**src/rtl/cas_pkg.sv**
```systemverilog
package cas_pkg;
    localparam int WORD_W  = 64;
    localparam int LANES   = WORD_W / 8;

    typedef enum logic [2:0] {
        FLT_NONE  = 3'd0,
        FLT_ALIGN = 3'd1,
        FLT_NATPG = 3'd2,
        FLT_ATTR  = 3'd3,
        FLT_PERM  = 3'd4
    } cas_fault_e;

    typedef enum logic [1:0] {
        ST_IDLE = 2'd0,
        ST_EXEC = 2'd1,
        ST_RESP = 2'd2
    } cas_state_e;
endpackage

```
**src/rtl/cas_fault_check.sv**
```systemverilog
module cas_fault_check
    import cas_pkg::*;
(
    input  logic       size_valid,
    input  logic [1:0] size,
    input  logic       pair,
    input  logic [2:0] off,
    input  logic       nat_page,
    input  logic       wb_cache,
    input  logic       perm_rd,
    input  logic       perm_wr,
    output cas_fault_e fault
);
    logic [3:0] nbytes;
    logic [2:0] low_mask;
    logic       misaligned;

    always_comb begin
        nbytes     = 4'd1 << size;
        low_mask   = pair ? 3'b111 : 3'(nbytes - 4'd1);
        misaligned = (off & low_mask) != 3'd0;
        fault      = FLT_NONE;
        if (size_valid) begin
            // ranked: alignment, token page, attribute, permission
            if (misaligned)                fault = FLT_ALIGN;
            else if (nat_page)             fault = FLT_NATPG;
            else if (!wb_cache)            fault = FLT_ATTR;
            else if (!(perm_rd && perm_wr)) fault = FLT_PERM;
        end
    end
endmodule

```
**src/rtl/cas_lane_unit.sv**
```systemverilog
module cas_lane_unit
    import cas_pkg::*;
(
    input  logic [WORD_W-1:0] word_in,
    input  logic [2:0]        off,
    input  logic [1:0]        size,
    input  logic              pair,
    input  logic [WORD_W-1:0] swap,
    output logic [WORD_W-1:0] old_zext,
    output logic [WORD_W-1:0] merged
);
    logic [3:0]        nbytes;
    logic [2:0]        off_e;
    logic [5:0]        shamt;
    logic [3:0]        lane_end;
    logic [WORD_W-1:0] shifted;
    logic [WORD_W-1:0] swap_sh;

    always_comb begin
        nbytes   = pair ? 4'd8 : (4'd1 << size);
        off_e    = pair ? 3'd0 : off;
        shamt    = {off_e, 3'b000};
        lane_end = {1'b0, off_e} + nbytes;
        shifted  = word_in >> shamt;
        swap_sh  = swap << shamt;
    end

    for (genvar b = 0; b < LANES; b++) begin : g_lane
        logic keep_old;
        logic take_new;
        assign keep_old = 4'(b) < nbytes;
        assign take_new = (4'(b) >= {1'b0, off_e}) && (4'(b) < lane_end);
        assign old_zext[b*8 +: 8] = keep_old ? shifted[b*8 +: 8] : 8'h00;
        assign merged[b*8 +: 8]   = take_new ? swap_sh[b*8 +: 8] : word_in[b*8 +: 8];
    end
endmodule

```
**src/rtl/cas_word_mem.sv**
```systemverilog
module cas_word_mem
    import cas_pkg::*;
#(
    parameter  int DEPTH = 16,
    localparam int IDX_W = $clog2(DEPTH)
) (
    input  logic              clk,
    input  logic              rst_n,
    input  logic              we_a,
    input  logic [IDX_W-1:0]  idx_a,
    input  logic [WORD_W-1:0] wd_a,
    input  logic              we_b,
    input  logic [IDX_W-1:0]  idx_b,
    input  logic [WORD_W-1:0] wd_b,
    input  logic [IDX_W-1:0]  ridx_a,
    output logic [WORD_W-1:0] rd_a,
    input  logic [IDX_W-1:0]  ridx_b,
    output logic [WORD_W-1:0] rd_b
);
    logic [WORD_W-1:0] words_q [DEPTH];

    always_ff @(posedge clk) begin
        if (we_a) words_q[idx_a] <= wd_a;
        if (we_b) words_q[idx_b] <= wd_b;
    end

    assign rd_a = words_q[ridx_a];
    assign rd_b = words_q[ridx_b];

    // the two halves of a paired store never target one word
    p_pair_distinct_r4: assert property (@(posedge clk) disable iff (!rst_n)
        (we_a && we_b) |-> (idx_a != idx_b));
endmodule

```
**src/rtl/atomic_cas_unit.sv**
```systemverilog
module atomic_cas_unit
    import cas_pkg::*;
#(
    parameter  int DEPTH  = 16,
    localparam int IDX_W  = $clog2(DEPTH),
    localparam int ADDR_W = IDX_W + 3
) (
    input  logic              clk,
    input  logic              rst_n,
    input  logic              req_valid,
    output logic              req_ready,
    input  logic [1:0]        req_size,
    input  logic              req_pair,
    input  logic [ADDR_W-1:0] req_addr,
    input  logic [63:0]       req_swap,
    input  logic [63:0]       req_cmp,
    input  logic [63:0]       req_hi,
    input  logic              req_nat_page,
    input  logic              req_wb_cache,
    input  logic              req_perm_rd,
    input  logic              req_perm_wr,
    output logic              rsp_valid,
    input  logic              rsp_ready,
    output logic [63:0]       rsp_data,
    output logic [2:0]        rsp_fault,
    input  logic              sb_en,
    input  logic              sb_we,
    input  logic [IDX_W-1:0]  sb_idx,
    input  logic [63:0]       sb_wdata,
    output logic [63:0]       sb_rdata
);
    typedef struct packed {
        cas_state_e        state;
        logic [1:0]        size;
        logic              pair;
        logic [ADDR_W-1:0] addr;
        logic [63:0]       swap;
        logic [63:0]       cmp;
        logic [63:0]       hi;
        logic              nat;
        logic              wb;
        logic              prd;
        logic              pwr;
        logic [63:0]       rdata;
        cas_fault_e        fault;
    } ctx_t;

    ctx_t st_d, st_q;

    logic [IDX_W-1:0] word_idx, base_idx, op_idx;
    logic [63:0]      op_word, old_w, merged_w, side_word;
    cas_fault_e       fault_w;
    logic             in_exec, is_idle, hit_w;
    logic             we_a, we_b;
    logic [IDX_W-1:0] idx_a, idx_b;
    logic [63:0]      wd_a, wd_b;

    assign is_idle  = st_q.state == ST_IDLE;
    assign in_exec  = st_q.state == ST_EXEC;
    assign word_idx = st_q.addr[ADDR_W-1:3];
    assign base_idx = {word_idx[IDX_W-1:1], 1'b0};
    assign op_idx   = st_q.pair ? base_idx : word_idx;

    cas_fault_check u_fault (
        .size_valid (in_exec),
        .size       (st_q.size),
        .pair       (st_q.pair),
        .off        (st_q.addr[2:0]),
        .nat_page   (st_q.nat),
        .wb_cache   (st_q.wb),
        .perm_rd    (st_q.prd),
        .perm_wr    (st_q.pwr),
        .fault      (fault_w)
    );

    cas_lane_unit u_lane (
        .word_in  (op_word),
        .off      (st_q.addr[2:0]),
        .size     (st_q.size),
        .pair     (st_q.pair),
        .swap     (st_q.swap),
        .old_zext (old_w),
        .merged   (merged_w)
    );

    // memory port steering: the exec cycle owns port A/B, idle side port uses A
    always_comb begin
        hit_w = in_exec && (fault_w == FLT_NONE) && (old_w == st_q.cmp);
        we_a  = 1'b0;
        idx_a = op_idx;
        wd_a  = st_q.pair ? st_q.swap : merged_w;
        we_b  = hit_w && st_q.pair;
        idx_b = {base_idx[IDX_W-1:1], 1'b1};
        wd_b  = st_q.hi;
        if (hit_w) begin
            we_a = 1'b1;
        end else if (is_idle && sb_en && sb_we) begin
            we_a  = 1'b1;
            idx_a = sb_idx;
            wd_a  = sb_wdata;
        end
    end

    cas_word_mem #(.DEPTH(DEPTH)) u_mem (
        .clk    (clk),
        .rst_n  (rst_n),
        .we_a   (we_a),
        .idx_a  (idx_a),
        .wd_a   (wd_a),
        .we_b   (we_b),
        .idx_b  (idx_b),
        .wd_b   (wd_b),
        .ridx_a (op_idx),
        .rd_a   (op_word),
        .ridx_b (sb_idx),
        .rd_b   (side_word)
    );

    always_comb begin
        st_d = st_q;
        unique case (st_q.state)
            ST_IDLE: begin
                if (req_valid) begin
                    st_d.state = ST_EXEC;
                    st_d.size  = req_size;
                    st_d.pair  = req_pair;
                    st_d.addr  = req_addr;
                    st_d.swap  = req_swap;
                    st_d.cmp   = req_cmp;
                    st_d.hi    = req_hi;
                    st_d.nat   = req_nat_page;
                    st_d.wb    = req_wb_cache;
                    st_d.prd   = req_perm_rd;
                    st_d.pwr   = req_perm_wr;
                end
            end
            ST_EXEC: begin
                st_d.state = ST_RESP;
                st_d.fault = fault_w;
                st_d.rdata = (fault_w == FLT_NONE) ? old_w : 64'd0;
            end
            ST_RESP: begin
                if (rsp_ready) st_d.state = ST_IDLE;
            end
            default: st_d.state = ST_IDLE;
        endcase
    end

    always_ff @(posedge clk or negedge rst_n) begin
        if (!rst_n) begin
            st_q       <= '0;
            st_q.state <= ST_IDLE;
            st_q.fault <= FLT_NONE;
        end else begin
            st_q <= st_d;
        end
    end

    assign req_ready = is_idle;
    assign rsp_valid = st_q.state == ST_RESP;
    assign rsp_data  = st_q.rdata;
    assign rsp_fault = st_q.fault;
    assign sb_rdata  = (is_idle && sb_en) ? side_word : 64'd0;

    // a waiting response keeps its contents
    p_rsp_hold_r10: assert property (@(posedge clk) disable iff (!rst_n)
        (rsp_valid && !rsp_ready) |=> (rsp_valid && $stable(rsp_data) && $stable(rsp_fault)));
    // acceptance closes the request side
    p_busy_after_accept_r10: assert property (@(posedge clk) disable iff (!rst_n)
        (req_valid && req_ready) |=> !req_ready);
    // a fault response carries no data
    p_fault_zero_data_r9: assert property (@(posedge clk) disable iff (!rst_n)
        (rsp_valid && rsp_fault != 3'd0) |-> (rsp_data == 64'd0));
    // a faulting request writes nothing
    p_no_store_on_fault_r9: assert property (@(posedge clk) disable iff (!rst_n)
        (in_exec && fault_w != FLT_NONE) |-> (!we_a && !we_b));
    // narrow accesses leave the upper result bits zero
    p_zero_extend_r1: assert property (@(posedge clk) disable iff (!rst_n)
        (in_exec && !st_q.pair && st_q.size != 2'd3) |-> ((old_w >> (7'd8 << st_q.size)) == 64'd0));
    // the side port never writes during a request
    p_side_quiet_r11: assert property (@(posedge clk) disable iff (!rst_n)
        (!is_idle && !in_exec) |-> !we_a);
endmodule

```
**config.mk**
```make
export PLATFORM = sky130hd
export DESIGN_NAME = atomic_cas_unit
export DESIGN_NICKNAME = d
export VERILOG_FILES = /design/src/rtl/cas_pkg.sv /design/src/rtl/cas_fault_check.sv /design/src/rtl/cas_lane_unit.sv /design/src/rtl/cas_word_mem.sv /design/src/rtl/atomic_cas_unit.sv
export SDC_FILE = /design/constraint.sdc
export NUM_CORES = 2
export LEC_CHECK = 0
export BUFFER_PORTS_ARGS = -buffer_cell sky130_fd_sc_hd__buf_2
export CAP_MARGIN = 10
export CORE_UTILIZATION = 30
export CTS_CLUSTER_SIZE = 10
export DETAILED_ROUTE_END_ITERATION = 16
export GPL_ROUTABILITY_DRIVEN = 0
export PLACE_DENSITY_LB_ADDON = 0.1
export SLEW_MARGIN = 30
export SYNTH_ARGS = -nofsm -noshare
export SYNTH_HDL_FRONTEND = slang
export SYNTH_HIERARCHICAL = 1
export SYNTH_SLANG_ARGS = --single-unit
```
**constraint.sdc**
```tcl
create_clock -name clk -period 14.2 [get_ports clk]
set_input_delay 1.42 -clock clk [delete_from_list [all_inputs] [get_ports clk]]
set_output_delay 1.42 -clock clk [all_outputs]
set_load 0.01 [all_outputs]
```
# Word level (Yosys, flattened, before mapping)
# Memory sizes are Yosys's and may differ from the RTL's.
# Cells that the tools add are included.
# op_classes
addsub	2
order_cmp	23
eq_ne	5
n_shift	3
mux	41
n_bitwise	1
reduce_logical	18
# op_table
op	count
64-bit 2-to-1 mux	5
208-bit 2-to-1 mux	1
8-bit 2-to-1 mux	16
64-bit == test	1
64-bit by 6-bit left shift with 64-bit output	1
64-bit by 6-bit >> shifter with 64-bit output	1
3-bit by 4-bit less-than comparator with 1-bit output, first input constant	8
3-bit 2-to-1 mux	7
1-bit by 4-bit less-than comparator with 1-bit output, first input constant	4
2-bit by 4-bit less-than comparator with 1-bit output, first input constant	4
1-bit logical AND	13
4-bit 2-to-1 mux	3
3-bit >= comparator, first input constant	3
1-bit 2-to-1 mux	7
1-bit by 3-bit >= comparator with 1-bit output, first input constant	2
2-bit by 3-bit >= comparator with 1-bit output, first input constant	2
2-bit one-hot mux with 3 select lines	1
3-bit by 4-bit adder with 4-bit output	1
2-bit AND reduction	2
1-bit by 2-bit left shift with 4-bit output, first input constant	1
3-bit bitwise AND	1
3-bit logical NOT	1
3-bit nonzero test	1
3-bit by 1-bit subtractor with 3-bit output, second input constant	1
other kinds (6)	6
# word_totals
ff_bits	275
mem_bits_rw	1024
input_bits	280
output_inout_bits	133
word_cells	107
mem_count	1
# memory_table
name	depth	word_bits	read_ports	rd_ports_with_merged_regs	wr	line_no	rtl
u_mem.words_q	16	64	2	0	2	cas_word_mem.sv:20	logic [WORD_W-1:0] words_q [DEPTH];

# Logic depth before layout (Yosys ltp)
# depth
depth_word	13
depth_mapped	21
depth_no_buf	16

# Modules after synthesis
# Netlist, hierarchy kept.
# by_module_without_submodules
module	instances	cells_per_inst	area_per_inst_um2	seq_area_each_um2
cas_word_mem	1	3401	58298.4	30749.5
atomic_cas_unit	1	1056	13613.1	6881.6
cas_lane_unit	1	627	4209.0	0.0
cas_fault_check	1	11	67.6	0.0

# Worst setup path before layout
# Ideal clock, no wire load.
# synth_path
kind	reg2reg
startpoint	reg st_q[270] (netlist name)
endpoint	mem u_mem.words_q[1][0] (enable)
setup_ps	574
arrival_time_ps	8492
t_required_ps	13626
path_slack_ps	5134
path_stages_with_launch	19
n_path_buf	3
synth_period_minus_slack_ps	9066
cell_sequence	dfrtp_1 nor2b_1 clkbuf_1 clkbuf_1 buf_2 mux4_2 a22oi_1 nand2_1 mux2i_1 mux2i_1 o22ai_1 a32oi_1 xnor2_1 nand4_1 nor4_1 nand3_1 o21bai_1 or3b_2 o21ai_0
# synth_lines
item	line_no	rtl
start, declared	atomic_cas_unit.sv:48	ctx_t st_d, st_q;
start signal, assigned	atomic_cas_unit.sv:155	st_q <= st_d;
end, declared	cas_word_mem.sv:20	

==> key figures <==
Synth
  • Number of synthesized flops with an enable pin: a little over 1000
  • Largest family of logic cells by synthesized area: multiplexers
  • Asr flop ratio synth: between 20% and 30%
  • Primary FF master, synth: edfxtp_1
  • Compound-Gate Fraction of Synth Area: 5.76%
  • Syn Std Cell Area: 76200 um^2
  • Syn avg cell area: between 10 and 15 um^2
  • FF+latch count, synth: between 1000 and 1500
  • Adder-Cell Fraction of Synth Area: less than 1%
  • Mux contribution to synthesized area: between 30 and 40%
  • Library cells used by synthesis: 67
  • Post-synthesis sequential area ratio: between 40% and 50%
  • Xor-xnor portion of the synthesized cell area: 0.759%
  • Simple-gate area share of the yosys netlist: 3.14%
  • Synth Instances: slightly above 5000
  • Synth warnings: 6

Floorplanning
  • Die area: 256000 um^2
  • Num rows: about 180
  • Die height: about 500 um
  • Core area: 252000 um^2
  • Io pins: between 400 and 500
  • Die width: just over 500 um
  • Initial Util: between 30% and 40%

Outcome
  • Failing checks: max-slew violations
  • Status: finished with violations

Detailed routing
  • Via-to-Cell Ratio: around 6
  • Post-DRT Antenna Nets: 0
  • DRT iter0 DRCs: about 5300
  • Mean routed wirelength per cell: between 30 and 40 um
  • Drt first pass iters: 6
  • # DRC: 0
  • Total number of vias: between 50000 and 60000
  • WL final: between 300000 and 400000 um

STA
  • Worst clock skew: roughly 0.054 ns
  • Final hold violation count: 0
  • Min Tclk post-route: approximately 9.7 ns
  • # setup viols final: 0
  • Max-slew violation count: roughly 530
  • Slew margin rel.: -395%
  • Final period util: between 60% and 70%
  • RSZ-0062 raised after global routing: no
  • Fin Setup TNS: 0 ns
  • Fmax: 0.103 GHz
  • Worst Tran Pin Value: roughly 7.4 ns

Setup path
  • Setup crit end kind: flip-flop
  • Reg2reg end: u_mem/words_q[14][45]
  • Worst setup startpoint: st_q[270]
  • Flop2flop setup slack: roughly 4.5 ns
  • R2R depth: 19
  • CP max FO: 77
  • CP arrival: between 10 and 15 ns
  • CP Data Required Time: 14.65 ns
  • R2R Path Start: st_q[270]
  • CP startpoint kind: flip-flop
  • Crit Path Category: reg -> reg
  • Critical Path Sink: u_mem/words_q[14][45]

Layout
  • Share of cells above drive strength 1: 47.6%
  • Final net count: 5526
  • Final non-filler cell total: ~8700
  • Layout overhead on the synthesized area: 14.0%
  • Fill count: around 25000

Pwr
  • P_leak: around 31 nW
  • Peak supply drop: around 170 uV
  • P per Cell Area: between 200 and 300 nW/um^2

GRT
  • Pin count of the biggest net entering global routing: approximately 150
  • GR Util All Layers: 26.5%
  • Grt ovf: 0
  • Vias in the first global route: ~52000
  • Initial antenna violation count: 27
  • First-pass GRT wire length: around 470000 um

Clock tree
  • Clk slew on worst S/H paths: about 0.070 ns
  • Post-CTS Setup Bufs: 0
  • CTS tree: done
  • Clock latency on the worst-skew pair: roughly 0.86 ns
  • H-tree depth: 4
  • CTS root buf: clkbuf_16
  • CTS resizes: 0
  • Clk sinks: around 1300
  • CTS max path bufs: 3
  • TritonCTS Buffers: around 170
  • Hold-fix buffers, CTS: 0

Run
  • Max-Cap Viols: 0

Placement
  • Placed cells: roughly 8400
  • I/O Buffers: 412
  • DPL Wire Length: approximately 210000 um

Worst hold path
  • Class of the worst hold path: in -> async
==> area by class of cell <==
type	instances	area, um^2	area share [%]
Timing Repair Buffer	572	3630	4.18
Inverter	39	149	0.171
Tap cell	3348	4190	4.82
Sequential cell	1299	37600	43.3
Multi-Input combinational cell	3164	36000	41.4
Antenna cell	6	15.0	0.0173
Clock buffer	267	4810	5.54
Clock inverter	42	434	0.500
==> worst min-delay path by stage <==
stage,from,to,slack (ns),depth (start not counted)
after floorplan,rsp_fault[0],rsp_fault[0],0.45,2
after global placement,rsp_fault[1],rsp_fault[1],0.46,2
after global routing,rst_n,wd_b[10],0.48,1
after CTS,rsp_fault[2],rsp_fault[2],0.48,2
after detailed placement,rsp_fault[2],rsp_fault[2],0.46,2
final,rst_n,wd_b[10],0.47,1
==> cells in the final DEF, fill, tap and decap left out, types with 21 or more instances in the layout <==
cell / instances
a22o_1: 76
nand2_1: 300
clkbuf_8: 26
dfrtp_1: 273
xnor2_1: 62
a22oi_1: 271
o22ai_1: 21
mux4_2: 512
mux2_1: 119
o21ai_0: 61
clkbuf_16: 167
clkbuf_1: 74
and3_1: 80
mux2i_1: 171
a21oi_1: 61
buf_4: 134
mux2_4: 125
edfxtp_1: 1024
inv_1: 37
buf_2: 408
mux2_2: 1029
nor2_1: 32
o21ai_2: 37
==> cell families (layout without fill, tap and decap cells) <==
| kind of cell | count (synthesis) | in the layout |
|---|---|---|
| adders and majority gates | 3 | 3 |
| AOI/OAI and AO/OA | 618 | 618 |
| buffers and inverters | 637 | 920 |
| other | 1 | 12 |
| xor gates and xnor gates | 66 | 66 |
| muxes | 1956 | 1956 |
| and+or+nand+nor | 515 | 515 |
| DFF | 1299 | 1299 |
==> registers in the layout, summed over array words and instances, names as in the netlist <==
register,flops
wd_b,64
base_idx,3
rsp_fault,3
rsp_data,64
st_q,141
u_mem/words_q,1024
==> metrics by stage <==
stage,util (%),cell area (um^2),power (mW),setup slack [ns],hold WS (ns)
3_3_place_gp,32.2,81100,19.4,4.21,0.462
4_1_cts,34.5,86800,23.7,4.63,0.478
5_1_grt,34.5,86800,24.7,4.38,0.480
2_1_floorplan,-,76200,14.8,5.13,0.447
6_report,34.5,86900,23.8,4.48,0.471
3_5_place_dp,32.4,81500,19.5,4.68,0.465
==> worst max-delay path, stage by stage, from the launching register on <==
cell and delay [ns]:
dfrtp_4 0.51, nor2b_4 0.18, buf_12 0.48, buf_4 0.72
mux4_2 0.60, a22oi_1 0.22, nand2_1 0.50, mux2i_1 0.63
mux2i_1 0.34, o22ai_1 0.40, a32oi_1 0.30, xnor2_1 0.37
nand4_1 0.23, nor4_1 0.37, nand3_1 0.24, o21bai_1 0.65
nand3_1 0.48, o22ai_4 0.20, buf_4 0.80, buf_4 0.89
==> power breakdown <==
part | internal, mW | switching, mW | total (mW)
Combinational | 5.50 | 7.12 | 12.6
Sequential | 5.79 | 1.23 | 7.02
Clock | 2.34 | 1.83 | 4.16
==> routing by layer <==
| metal | routed length, um | up-vias | track usage (%) |
|---|---|---|---|
| met4 | 15700 | 16 | 10.9 |
| met3 | 21100 | 502 | 4.05 |
| met5 | 106 | - | 0 |
| met1 | 151000 | 28000 | 36.7 |
| li1 | - | 20600 | - |
| met2 | 157000 | 2247 | 41.4 |
==> Yosys cell counts, drive strengths merged, types with 4 or more instances <==
cell type | number | area, um^2
mux2 | 1273 | 14800
edfxtp | 1024 | 30700
mux4 | 512 | 11500
buf | 308 | 1860
nand2 | 300 | 1130
clkbuf | 290 | 1090
dfrtp | 275 | 6880
a22oi | 271 | 2030
mux2i | 171 | 1710
o21ai | 107 | 536
and3 | 81 | 507
a22o | 76 | 666
a21oi | 65 | 340
xnor2 | 62 | 543
nor2 | 47 | 201
inv | 38 | 143
o22ai | 30 | 188
a32oi | 15 | 131
nand4 | 15 | 93.8
nand2b | 14 | 87.6
and2 | 13 | 81.3
a211oi | 11 | 108
nor2b | 9 | 56.3
nand3 | 8 | 40.0
nor3 | 8 | 40.0
o211a | 8 | 80.1
o22a | 8 | 70.1
nor4 | 6 | 43.8
a211o | 5 | 43.8
a221oi | 4 | 35.0
a222oi | 4 | 40.0
nand3b | 4 | 46.3
or3 | 4 | 25.0
xor2 | 4 | 35.0
No activity file was read; power rests on OpenSTA's default activity.
